--- config.mk ---
export PLATFORM = sky130hd
export DESIGN_NAME = vdd_slack_ctrl
export DESIGN_NICKNAME = d
export VERILOG_FILES = /design/src/rtl/vdd_ctrl_pkg.sv /design/src/rtl/vdd_tap_capture.sv /design/src/rtl/vdd_step_policy.sv /design/src/rtl/vdd_settle_timer.sv /design/src/rtl/vdd_slack_ctrl.sv
export SDC_FILE = /design/constraint.sdc
export NUM_CORES = 1
export LEC_CHECK = 0
export ABC_AREA = 1
export BUFFER_PORTS_ARGS = -buffer_cell sky130_fd_sc_hd__clkbuf_2
export CAP_MARGIN = 20
export CORE_UTILIZATION = 51
export CTS_CLUSTER_SIZE = 30
export DETAILED_ROUTE_END_ITERATION = 12
export PLACE_DENSITY = 0.8
export SLEW_MARGIN = 15
export SYNTH_ARGS = -nofsm -noshare
export SYNTH_HDL_FRONTEND = slang
export SYNTH_SLANG_ARGS = --single-unit
--- constraint.sdc ---
create_clock -name clk -period 5.1 [get_ports clk]
set_input_delay 1.02 -clock clk [delete_from_list [all_inputs] [get_ports clk]]
set_output_delay 1.02 -clock clk [all_outputs]
set_load 0.05 [all_outputs]
--- src/rtl/vdd_ctrl_pkg.sv ---
package vdd_ctrl_pkg;

  typedef enum logic [1:0] {
    STEP_HOLD = 2'd0,
    STEP_UP   = 2'd1,
    STEP_DOWN = 2'd2
  } step_e;

  // Convert a voltage in millivolts to a supply code for a given step size.
  function automatic int mv_to_code(input int mv, input int step_mv);
    return mv / step_mv;
  endfunction

  // Width needed to hold the values 0..n.
  function automatic int count_width(input int n);
    return $clog2(n + 1);
  endfunction

endpackage

--- src/rtl/vdd_tap_capture.sv ---
module vdd_tap_capture #(
  parameter int TAPS = 16,
  localparam int CW  = vdd_ctrl_pkg::count_width(TAPS)
) (
  input  logic            clk,
  input  logic            rst_n,
  input  logic [TAPS-1:0] taps_raw,
  output logic [CW-1:0]   tap_count
);

  logic [TAPS-1:0] taps_q;

  // One capture flop per buffer stage.
  always_ff @(posedge clk or negedge rst_n) begin
    if (!rst_n) taps_q <= '0;
    else        taps_q <= taps_raw;
  end

  // Count the switched stages; bubbles are counted, not rejected.
  always_comb begin
    tap_count = '0;
    for (int i = 0; i < TAPS; i++) begin
      tap_count = tap_count + CW'(taps_q[i]);
    end
  end

endmodule

--- src/rtl/vdd_step_policy.sv ---
module vdd_step_policy
  import vdd_ctrl_pkg::*;
#(
  parameter int TAPS     = 16,
  parameter int MARGIN   = 5,
  parameter int CODE_W   = 8,
  parameter int CODE_MIN = 35,
  parameter int CODE_MAX = 150,
  localparam int CW      = count_width(TAPS)
) (
  input  logic [CW-1:0]     tap_count,
  input  logic [CODE_W-1:0] cur_code,
  output step_e             step
);

  localparam logic [CW-1:0]     LO_BAND = CW'(MARGIN);
  localparam logic [CW-1:0]     HI_BAND = CW'(MARGIN + 2);
  localparam logic [CODE_W-1:0] TOP     = CODE_W'(CODE_MAX);
  localparam logic [CODE_W-1:0] BOTTOM  = CODE_W'(CODE_MIN);

  // Too little slack -> raise supply, ample slack -> lower it, clamp at limits.
  always_comb begin
    step = STEP_HOLD;
    if (tap_count < LO_BAND) begin
      if (cur_code < TOP) step = STEP_UP;
    end else if (tap_count > HI_BAND) begin
      if (cur_code > BOTTOM) step = STEP_DOWN;
    end
  end

endmodule

--- src/rtl/vdd_settle_timer.sv ---
module vdd_settle_timer #(
  parameter int SETTLE_W = 8
) (
  input  logic                clk,
  input  logic                rst_n,
  input  logic                clear,
  input  logic                load,
  input  logic [SETTLE_W-1:0] load_val,
  output logic                busy
);

  logic [SETTLE_W-1:0] remain_q;

  always_ff @(posedge clk or negedge rst_n) begin
    if (!rst_n)                remain_q <= '0;
    else if (clear)            remain_q <= '0;
    else if (load)             remain_q <= load_val;
    else if (remain_q != '0)   remain_q <= remain_q - SETTLE_W'(1);
  end

  assign busy = (remain_q != '0);

  // a load of a nonzero window leaves exactly that many edges to wait
  a_r4_window_loaded: assert property (@(posedge clk) disable iff (!rst_n)
    (load && !clear && load_val != '0) |=> (remain_q == $past(load_val)));

  // the window counts down by one per edge until it empties
  a_r4_window_drains: assert property (@(posedge clk) disable iff (!rst_n)
    (busy && !load && !clear) |=> (remain_q == $past(remain_q) - SETTLE_W'(1)));

endmodule

--- src/rtl/vdd_slack_ctrl.sv ---
module vdd_slack_ctrl
  import vdd_ctrl_pkg::*;
#(
  parameter int TAPS       = 16,
  parameter int MARGIN     = 5,
  parameter int CODE_W     = 8,
  parameter int SETTLE_W   = 8,
  parameter int STEP_MV    = 10,
  parameter int VMIN_MV    = 350,
  parameter int VMAX_MV    = 1500,
  parameter int VSTBY_MV   = 300,
  parameter int VBIAS_MV   = 600,
  parameter int LOCK_HOLDS = 4
) (
  input  logic                clk,
  input  logic                rst_n,
  input  logic [TAPS-1:0]     replica_taps,
  input  logic [SETTLE_W-1:0] settle_cycles,
  input  logic                standby_req,
  output logic [CODE_W-1:0]   vdd_code,
  output logic                bias_en,
  output logic                decoder_cutoff,
  output logic                locked
);

  localparam int CW       = count_width(TAPS);
  localparam int HW       = count_width(LOCK_HOLDS);
  localparam int CODE_MIN = mv_to_code(VMIN_MV, STEP_MV);
  localparam int CODE_MAX = mv_to_code(VMAX_MV, STEP_MV);
  localparam logic [CODE_W-1:0] C_MIN  = CODE_W'(CODE_MIN);
  localparam logic [CODE_W-1:0] C_MAX  = CODE_W'(CODE_MAX);
  localparam logic [CODE_W-1:0] C_STBY = CODE_W'(mv_to_code(VSTBY_MV, STEP_MV));
  localparam logic [CODE_W-1:0] C_BIAS = CODE_W'(mv_to_code(VBIAS_MV, STEP_MV));
  localparam logic [HW-1:0]     H_LOCK = HW'(LOCK_HOLDS);

  // Named internal events
  logic [CW-1:0]     tap_count;
  step_e             step;
  logic              settle_busy;
  logic              in_stby;
  logic              stby_exit;
  logic              decide_en;
  logic              step_fire;
  logic [CODE_W-1:0] code_q;
  logic [HW-1:0]     holds_q;

  vdd_tap_capture #(.TAPS(TAPS)) u_capture (
    .clk       (clk),
    .rst_n     (rst_n),
    .taps_raw  (replica_taps),
    .tap_count (tap_count)
  );

  vdd_step_policy #(
    .TAPS(TAPS), .MARGIN(MARGIN), .CODE_W(CODE_W),
    .CODE_MIN(CODE_MIN), .CODE_MAX(CODE_MAX)
  ) u_policy (
    .tap_count (tap_count),
    .cur_code  (code_q),
    .step      (step)
  );

  assign stby_exit = in_stby && !standby_req;
  assign decide_en = !in_stby && !standby_req && !settle_busy;
  assign step_fire = decide_en && (step != STEP_HOLD);

  vdd_settle_timer #(.SETTLE_W(SETTLE_W)) u_settle (
    .clk      (clk),
    .rst_n    (rst_n),
    .clear    (standby_req),
    .load     (step_fire || stby_exit),
    .load_val (settle_cycles),
    .busy     (settle_busy)
  );

  // Supply code, standby state and hold run-length
  always_ff @(posedge clk or negedge rst_n) begin
    if (!rst_n) begin
      in_stby <= 1'b0;
      code_q  <= C_MAX;
      holds_q <= '0;
    end else if (standby_req) begin
      in_stby <= 1'b1;
      code_q  <= C_STBY;
      holds_q <= '0;
    end else if (in_stby) begin
      in_stby <= 1'b0;
      code_q  <= C_MAX;
      holds_q <= '0;
    end else if (decide_en) begin
      unique case (step)
        STEP_UP:   begin code_q <= code_q + CODE_W'(1); holds_q <= '0; end
        STEP_DOWN: begin code_q <= code_q - CODE_W'(1); holds_q <= '0; end
        default:   if (holds_q != H_LOCK) holds_q <= holds_q + HW'(1);
      endcase
    end
  end

  assign vdd_code       = code_q;
  assign decoder_cutoff = in_stby;
  assign bias_en        = !in_stby && (code_q < C_BIAS);
  assign locked         = (holds_q == H_LOCK);

  // at most one code of movement per edge while active
  a_r2_unit_step: assert property (@(posedge clk) disable iff (!rst_n)
    (!in_stby && !standby_req) |=>
      ((vdd_code == $past(vdd_code)) ||
       (vdd_code == $past(vdd_code) + CODE_W'(1)) ||
       (vdd_code == $past(vdd_code) - CODE_W'(1))));

  // active code stays inside the allowed range
  a_r3_in_range: assert property (@(posedge clk) disable iff (!rst_n)
    !in_stby |-> (vdd_code >= C_MIN && vdd_code <= C_MAX));

  // a nonzero settle window blocks a step at the following edge
  a_r4_no_back_to_back: assert property (@(posedge clk) disable iff (!rst_n)
    (step_fire && settle_cycles != '0) |=> !step_fire);

  // a step always drops the lock
  a_r5_step_unlocks: assert property (@(posedge clk) disable iff (!rst_n)
    step_fire |=> !locked);

  // standby parks the supply and cuts off the decoder
  a_r7_standby_entry: assert property (@(posedge clk) disable iff (!rst_n)
    standby_req |=> (vdd_code == C_STBY && decoder_cutoff && !locked && !bias_en));

  // leaving standby restarts from the top of the range
  a_r8_standby_exit: assert property (@(posedge clk) disable iff (!rst_n)
    stby_exit |=> (vdd_code == C_MAX && !decoder_cutoff));

endmodule

# ---- Word-level counts from Yosys, hierarchy flattened
# Cells that the tools add are included.
dict set report op_classes {
  n_addsub 19
  order_cmp 5
  eq_ne 4
  n_mux 17
  reduce_logical 18
}
# op n
set ops {}
lappend ops {{5-bit by 1-bit adder with 5-bit output} 14}
lappend ops {{8-bit two-way mux} 6}
lappend ops {{8-bit case mux with 2 select lines} 1}
lappend ops {{8-bit by 1-bit subtractor with 8-bit output, second input constant} 2}
lappend ops {{3-bit two-way mux} 5}
lappend ops {{8-bit by 1-bit adder with 8-bit output, second input constant} 1}
lappend ops {{8-bit by 6-bit greater-than comparator with 1-bit output, second input constant} 1}
lappend ops {{8-bit by 6-bit less-than comparator with 1-bit output, second input constant} 1}
lappend ops {{8-bit less-than comparator, second input constant} 1}
lappend ops {{4-bit nonzero test} 2}
lappend ops {{8-bit nonzero test} 1}
lappend ops {{2-bit two-way mux} 3}
lappend ops {{3-bit nonzero test} 2}
lappend ops {{5-bit by 3-bit greater-than comparator with 1-bit output, second input constant} 1}
lappend ops {{1-bit logical AND} 5}
lappend ops {{5-bit by 3-bit less-than comparator with 1-bit output, second input constant} 1}
lappend ops {{2-bit AND reduction} 2}
lappend ops {{3-bit by 1-bit adder with 3-bit output, second input constant} 1}
lappend ops {{3-bit equality test, second input constant} 1}
lappend ops {{1-bit logical NOT} 3}
lappend ops {{3-bit inequality test, second input constant} 1}
lappend ops {{1-bit by 1-bit adder with 2-bit output} 1}
lappend ops {{2-bit by 1-bit equality test with 1-bit output, second input constant} 1}
lappend ops {{2-bit equality test, second input constant} 1}
lappend ops {{other kinds (4)} 5}
dict set report word_totals {
  reg_bits 36
  elab_cells 68
}

# ---- Logic depth before layout (Yosys ltp)
dict set report logic_depth {
  depth_word 24
  ltp_mapped 26
}

# ---- By module
# A second synthesis with hierarchy kept.
dict set report hier_totals {
  cells_unflattened 301
  area_unflattened_um2 2478.6
}
# mod n_inst cells_per_inst area_each_um2
set by_module_without_submodules {}
lappend by_module_without_submodules {vdd_slack_ctrl 1 131 994.7}
lappend by_module_without_submodules {vdd_tap_capture 1 72 829.5}
lappend by_module_without_submodules {vdd_settle_timer 1 80 578.1}
lappend by_module_without_submodules {vdd_step_policy 1 18 76.3}

# ---- Least setup slack after synthesis
# OpenSTA, ideal clock, no wires.
dict set report synth_timing {
  path_kind {register -> register}
  from {reg u_capture.taps_q[0]}
  to {reg code_q[6] (netlist: vdd_code[6])}
  setup_time_ns 0.127
  t_arrival_ns 5.065
  t_required_ns 4.973
  setup_slack_ns -0.092
  stages_incl_launch_ff 23
  period_less_slack_ns 5.192
  path_cell_list {dfrtp_1 -> ha_1 -> inv_1 -> fa_1 -> fa_1 -> fa_1 -> fa_1 -> fa_1 -> fa_1 -> nand2_1 -> nand2_1 -> o211ai_1 -> o21ai_0 -> inv_1 -> ha_1 -> inv_1 -> fa_1 -> o21ai_0 -> nand2_1 -> nand2_1 -> nand2_1 -> nand3_1 -> o21ai_0}
}
dict set report synth_via {
  elab_chain_cells 23
  elab_cells_between_ends 27
}
# element line_no
set synth_lines {}
lappend synth_lines {{start: declaration} vdd_tap_capture.sv:11} ;# logic [TAPS-1:0] taps_q;
lappend synth_lines {{start signal: assignment} vdd_tap_capture.sv:16} ;# else taps_q <= taps_raw;
lappend synth_lines {{1-bit by 1-bit adder with 2-bit output *} vdd_tap_capture.sv:23} ;# tap_count = tap_count + CW'(taps_q[i]);
lappend synth_lines {{5-bit by 1-bit adder with 5-bit output * (14 in a row)} vdd_tap_capture.sv:23}
lappend synth_lines {{5-bit by 3-bit greater-than comparator with 1-bit output} vdd_step_policy.sv:26} ;# end else if (tap_count > HI_BAND) begin
lappend synth_lines {{2-bit two-way mux} vdd_step_policy.sv:26}
lappend synth_lines {{2-bit two-way mux *} vdd_step_policy.sv:24} ;# if (tap_count < LO_BAND) begin
lappend synth_lines {{2-bit equality test or 2-bit by 1-bit equality test with 1-bit output (tied branches)} vdd_slack_ctrl.sv:91} ;# unique case (step)
lappend synth_lines {{8-bit case mux with 2 select lines} vdd_slack_ctrl.sv:91}
lappend synth_lines {{8-bit two-way mux} vdd_slack_ctrl.sv:90} ;# end else if (decide_en) begin
lappend synth_lines {{8-bit two-way mux} vdd_slack_ctrl.sv:86} ;# end else if (in_stby) begin
lappend synth_lines {{8-bit two-way mux} vdd_slack_ctrl.sv:82} ;# end else if (standby_req) begin
lappend synth_lines {{end signal: assignment} vdd_slack_ctrl.sv:84} ;# code_q <= C_STBY;
lappend synth_lines {{end signal: assignment} vdd_slack_ctrl.sv:88} ;# code_q <= C_MAX;
lappend synth_lines {{end signal: assignment} vdd_slack_ctrl.sv:92} ;# STEP_UP: begin code_q <= code_q + CODE_W'(1); holds_q <= '0; end
lappend synth_lines {{end: declaration} vdd_slack_ctrl.sv:44} ;# logic [CODE_W-1:0] code_q;
# Every way passes the cells marked *; elsewhere a longest branch is shown, timed or not. The select of a mux whose other input is x is not followed.
# A chain may end at the register's enable or synchronous reset.

# ---- Worst setup path after layout
dict set report layout_timing {
  from {reg u_capture.taps_q[0]}
  to {reg code_q[7] (netlist: vdd_code[7])}
}
# Same word-level chain as after synthesis.

==> impl_metrics.csv <==
group,metric,value,unit
run_status,status,"finished, final reports clean",
worst_setup_path,crit_type,"flop to flop",
finish,num_antenna_cells,0,
grt,grt_overflow,0,
synthesis,syn_nets,326,
drt,vias,1940,
finish,stdcell_area,0.00297,mm2
sta,hold_violations,0,
synthesis,syn_inst,272,
drt,drcViolationCount,0,
finish,area_growth,27.7,%
clock_tree,htreeDepth,2,
drt,wire_per_inst,12.5,um
power,clockPowerShare,0.116,
grt,grt_pass1_vias,1917,
power,power_leakage,0.00157,uW
floorplan,dieHeight,69.5,um
clock_tree,cts_num_sinks,36,
power,p_sw_frac,0.456,
grt,grt_pass1_wl,8170,um
synthesis,synth_cell_types,28,
synthesis,netlist_area,0.00232,mm2
sta,tns,0,ns
finish,layout-drive-gt1-share,0.314,
finish,most-common-layout-cells,"60 x inv_1, 52 x nand2_1, 37 x clkbuf_2, 32 x dfrtp_1, 19 x nand3_1",
finish,final_common_cell,"inv_1",
floorplan,die_w,69.5,um
hold_path,min_to,"vdd_code[7]",
power,p_int,944,uW
hold_path,min-delay-start,"vdd_code[7]",
synthesis,ys_ff_latch,36,
finish,nets,387,
worst_setup_path,required,5.33,ns
power,power_density,585,mW/mm2
run,max_cap_violations,0,
worst_setup_path,crit_family,"adder cells",
power,peakVddDrop,0.275,mV
grt,antenna_found_initial,0,
placement,place_area,0.00265,mm2
floorplan,start_util,0.533,
floorplan,rows,24,
hold_path,holdPathStages,2,
grt,gr-usage-all-layers,0.215,
worst_setup_path,r2r_start,"u_capture.taps_q[0]",
drt,ant_nets,0,
worst_setup_path,worstPathArrival,5.33,ns
floorplan,core,0.00435,mm2
clock_tree,clk_latency,0.30,ns
clock_tree,ctsHoldBuffers,0,
power,p_switching,791,uW
worst_setup_path,max_stage_delay,0.53,ns
worst_setup_path,reg2reg_depth,23,
placement,port_buffers,37,
sta,max-slew-margin-rel,0.434,
worst_setup_path,rrSetupSlack,0.004,ns
drt,wl,4840,um
worst_setup_path,cp_max_fo,4,
clock_tree,clk_root_buffer_cell,"clkbuf_8",
placement,place_hpwl,3340,um
clock_tree,numCtsBuffers,5,
drt,drt_iter0_markers,84,
worst_setup_path,cp-start-kind,"flop",
sta,rsz0062_at_grt,"yes",
synthesis,yosysSeqAreaShare,0.390,
clock_tree,cts_tree,"built",
sta,holdWs,0.514,ns
grt,grt_max_degree,37,
worst_setup_path,worst-path-stages,23,
sta,period_needed,5.10,ns
worst_setup_path,r2r-end,"vdd_code[7]",
sta,timing.fmax,0.196,GHz
hold_path,hold_path.class,"flop to flop",
sta,slew_viol_final,0,
floorplan,fp.dieArea,0.00483,mm2
clock_tree,clockBufferDepth,2,
sta,worst_pin_slew,0.849,ns
power,seqPwrFrac,0.223,
drt,via_per_inst,5.03,
floorplan,io_pins,38,
worst_setup_path,cp-end-kind,"flop",
sta,finalSetupViolCount,0,
power,p_comb_frac,0.661,
worst_setup_path,crit_buf_inv,2,
sta,finalClockSkew,0.00514,ns
synthesis,syn-mean-instance-area,8.54,um2
synthesis,synth_warnings,0,
placement,routabilityCongestion,0.880,
drt,first_pass_iters,4,
sta,fin_crit_sh,0.999,
clock_tree,clkTransAtPathRegs,0.07,ns
worst_setup_path,slowest_stage,"fa_1",
worst_setup_path,crit_chain,"ha_4, inv_2, fa_1, fa_1, fa_1, fa_1, fa_2, fa_2, xor2_1, a21oi_1, nor2_1, nand2_2, ha_4, buf_6, ha_4, a21oi_2, nand2_4, nand2_2, nand2_1, nand2_1, nand3_1, nand2_1, nand2_1",
==> power groups by stage <==
| stage | clock (uW) | combinational [uW] | sequential (uW) |
|---|---|---|---|
| 3_3_place_gp | 0 | 874 | 385 |
| 3_5_place_dp | 0 | 902 | 386 |
| 6_report | 201 | 1150 | 387 |
| 5_1_grt | 221 | 1270 | 393 |
| 4_1_cts | 208 | 1040 | 384 |
| 2_1_floorplan | 0 | 640 | 414 |
==> routing by layer <==
layer  global-route usage  vias up  wire length [um]
li1                     -      967                 -
met1                0.270      929              2040
met2                0.364       35              2530
met3               0.0451        9               174
met4               0.0816        0                89
met5                    0        -                 0
==> worst register-to-register path, cell delays in order (launching register included) <==
cell     delay [ns]
dfrtp_1        0.40
ha_4           0.27
inv_2          0.03
fa_1           0.45
fa_1           0.49
fa_1           0.53
fa_1           0.43
fa_2           0.37
fa_2           0.36
xor2_1         0.17
a21oi_1        0.07
nor2_1         0.15
nand2_2        0.10
ha_4           0.19
buf_6          0.13
ha_4           0.25
a21oi_2        0.18
nand2_4        0.09
nand2_2        0.09
nand2_1        0.06
nand2_1        0.05
nand3_1        0.06
nand2_1        0.06
nand2_1        0.05
==> how the worst max path moves through the flow <==
stage                                   start  slack [ns]     endpoint
after CTS                 u_capture.taps_q[1]       -0.04  vdd_code[3]
after global routing      u_capture.taps_q[1]       -0.23  vdd_code[3]
final                     u_capture.taps_q[0]       0.004  vdd_code[7]
after global placement    u_capture.taps_q[0]       -0.07  vdd_code[5]
after floorplan           u_capture.taps_q[0]        0.04  vdd_code[6]
after detailed placement  u_capture.taps_q[0]       -0.19  vdd_code[5]
==> what timing repair did <==
action,4_1_cts,5_1_grt
pin swaps,19,15
endpoints found under the setup margin,5,18
gates resized for setup,20,14
setup buffers,2,5
==> final cells by class <==
type / count / area [um2]
flip-flops and latches: 36 / 906
fillers: 354 / 1390
clock inverters: 3 / 18.8
well taps: 52 / 65.1
inverters: 63 / 236
multi-input cells: 173 / 1340
repair buffers: 54 / 333
clock buffers: 5 / 68.8
==> registers in the layout, summed over array words and instances (netlist names) <==
signal,cells
holds_q,3
u_settle.remain_q,8
decoder_cutoff,1
vdd_code,8
u_capture.taps_q,16
==> synthesized netlist by cell type <==
cell type / instances / area share
ha_1: 16 / 0.086
inv_1: 63 / 0.10
nor2_2: 1 / 0.0027
nand3_1: 20 / 0.043
nor2_8: 1 / 0.0086
nor2_4: 1 / 0.0048
a21boi_0: 1 / 0.0032
dfstp_2: 4 / 0.045
a21oi_1: 13 / 0.028
a22oi_1: 2 / 0.0065
xnor2_1: 2 / 0.0075
fa_1: 11 / 0.095
or2_2: 1 / 0.0027
xor2_1: 6 / 0.023
nor2_1: 14 / 0.023
o21ai_0: 9 / 0.019
nand4_1: 3 / 0.0081
nand3_4: 1 / 0.0075
nand2_4: 2 / 0.0097
nor3_1: 1 / 0.0022
o211ai_1: 2 / 0.0065
a21oi_2: 3 / 0.011
o31ai_1: 1 / 0.0032
nand2_2: 2 / 0.0054
dfrtp_1: 32 / 0.34
nand2_1: 57 / 0.092
a31oi_1: 1 / 0.0027
nand3b_1: 2 / 0.0065
==> logic make-up after synthesis <==
logic type	after synthesis	synth area share
DFF	36	0.390
adders and majority gates	27	0.181
and+or+nand+nor	106	0.216
xor gates and xnor gates	8	0.0302
AOI/OAI and AO/OA	32	0.0808
buffers and inverters	63	0.102
==> per-stage QoR <==
step / total power, uW / util / cells / setup slack (ns)
finish: 1730 / 0.681 / 386 / 0.00351
global route: 1880 / 0.681 / 386 / -0.228
CTS: 1630 / 0.657 / 381 / -0.0361
detailed placement: 1290 / 0.609 / 371 / -0.190
global placement: 1260 / 0.609 / 371 / -0.0690
floorplan: 1050 / - / 272 / 0.0385
No activity file was read; power rests on OpenSTA's default activity.
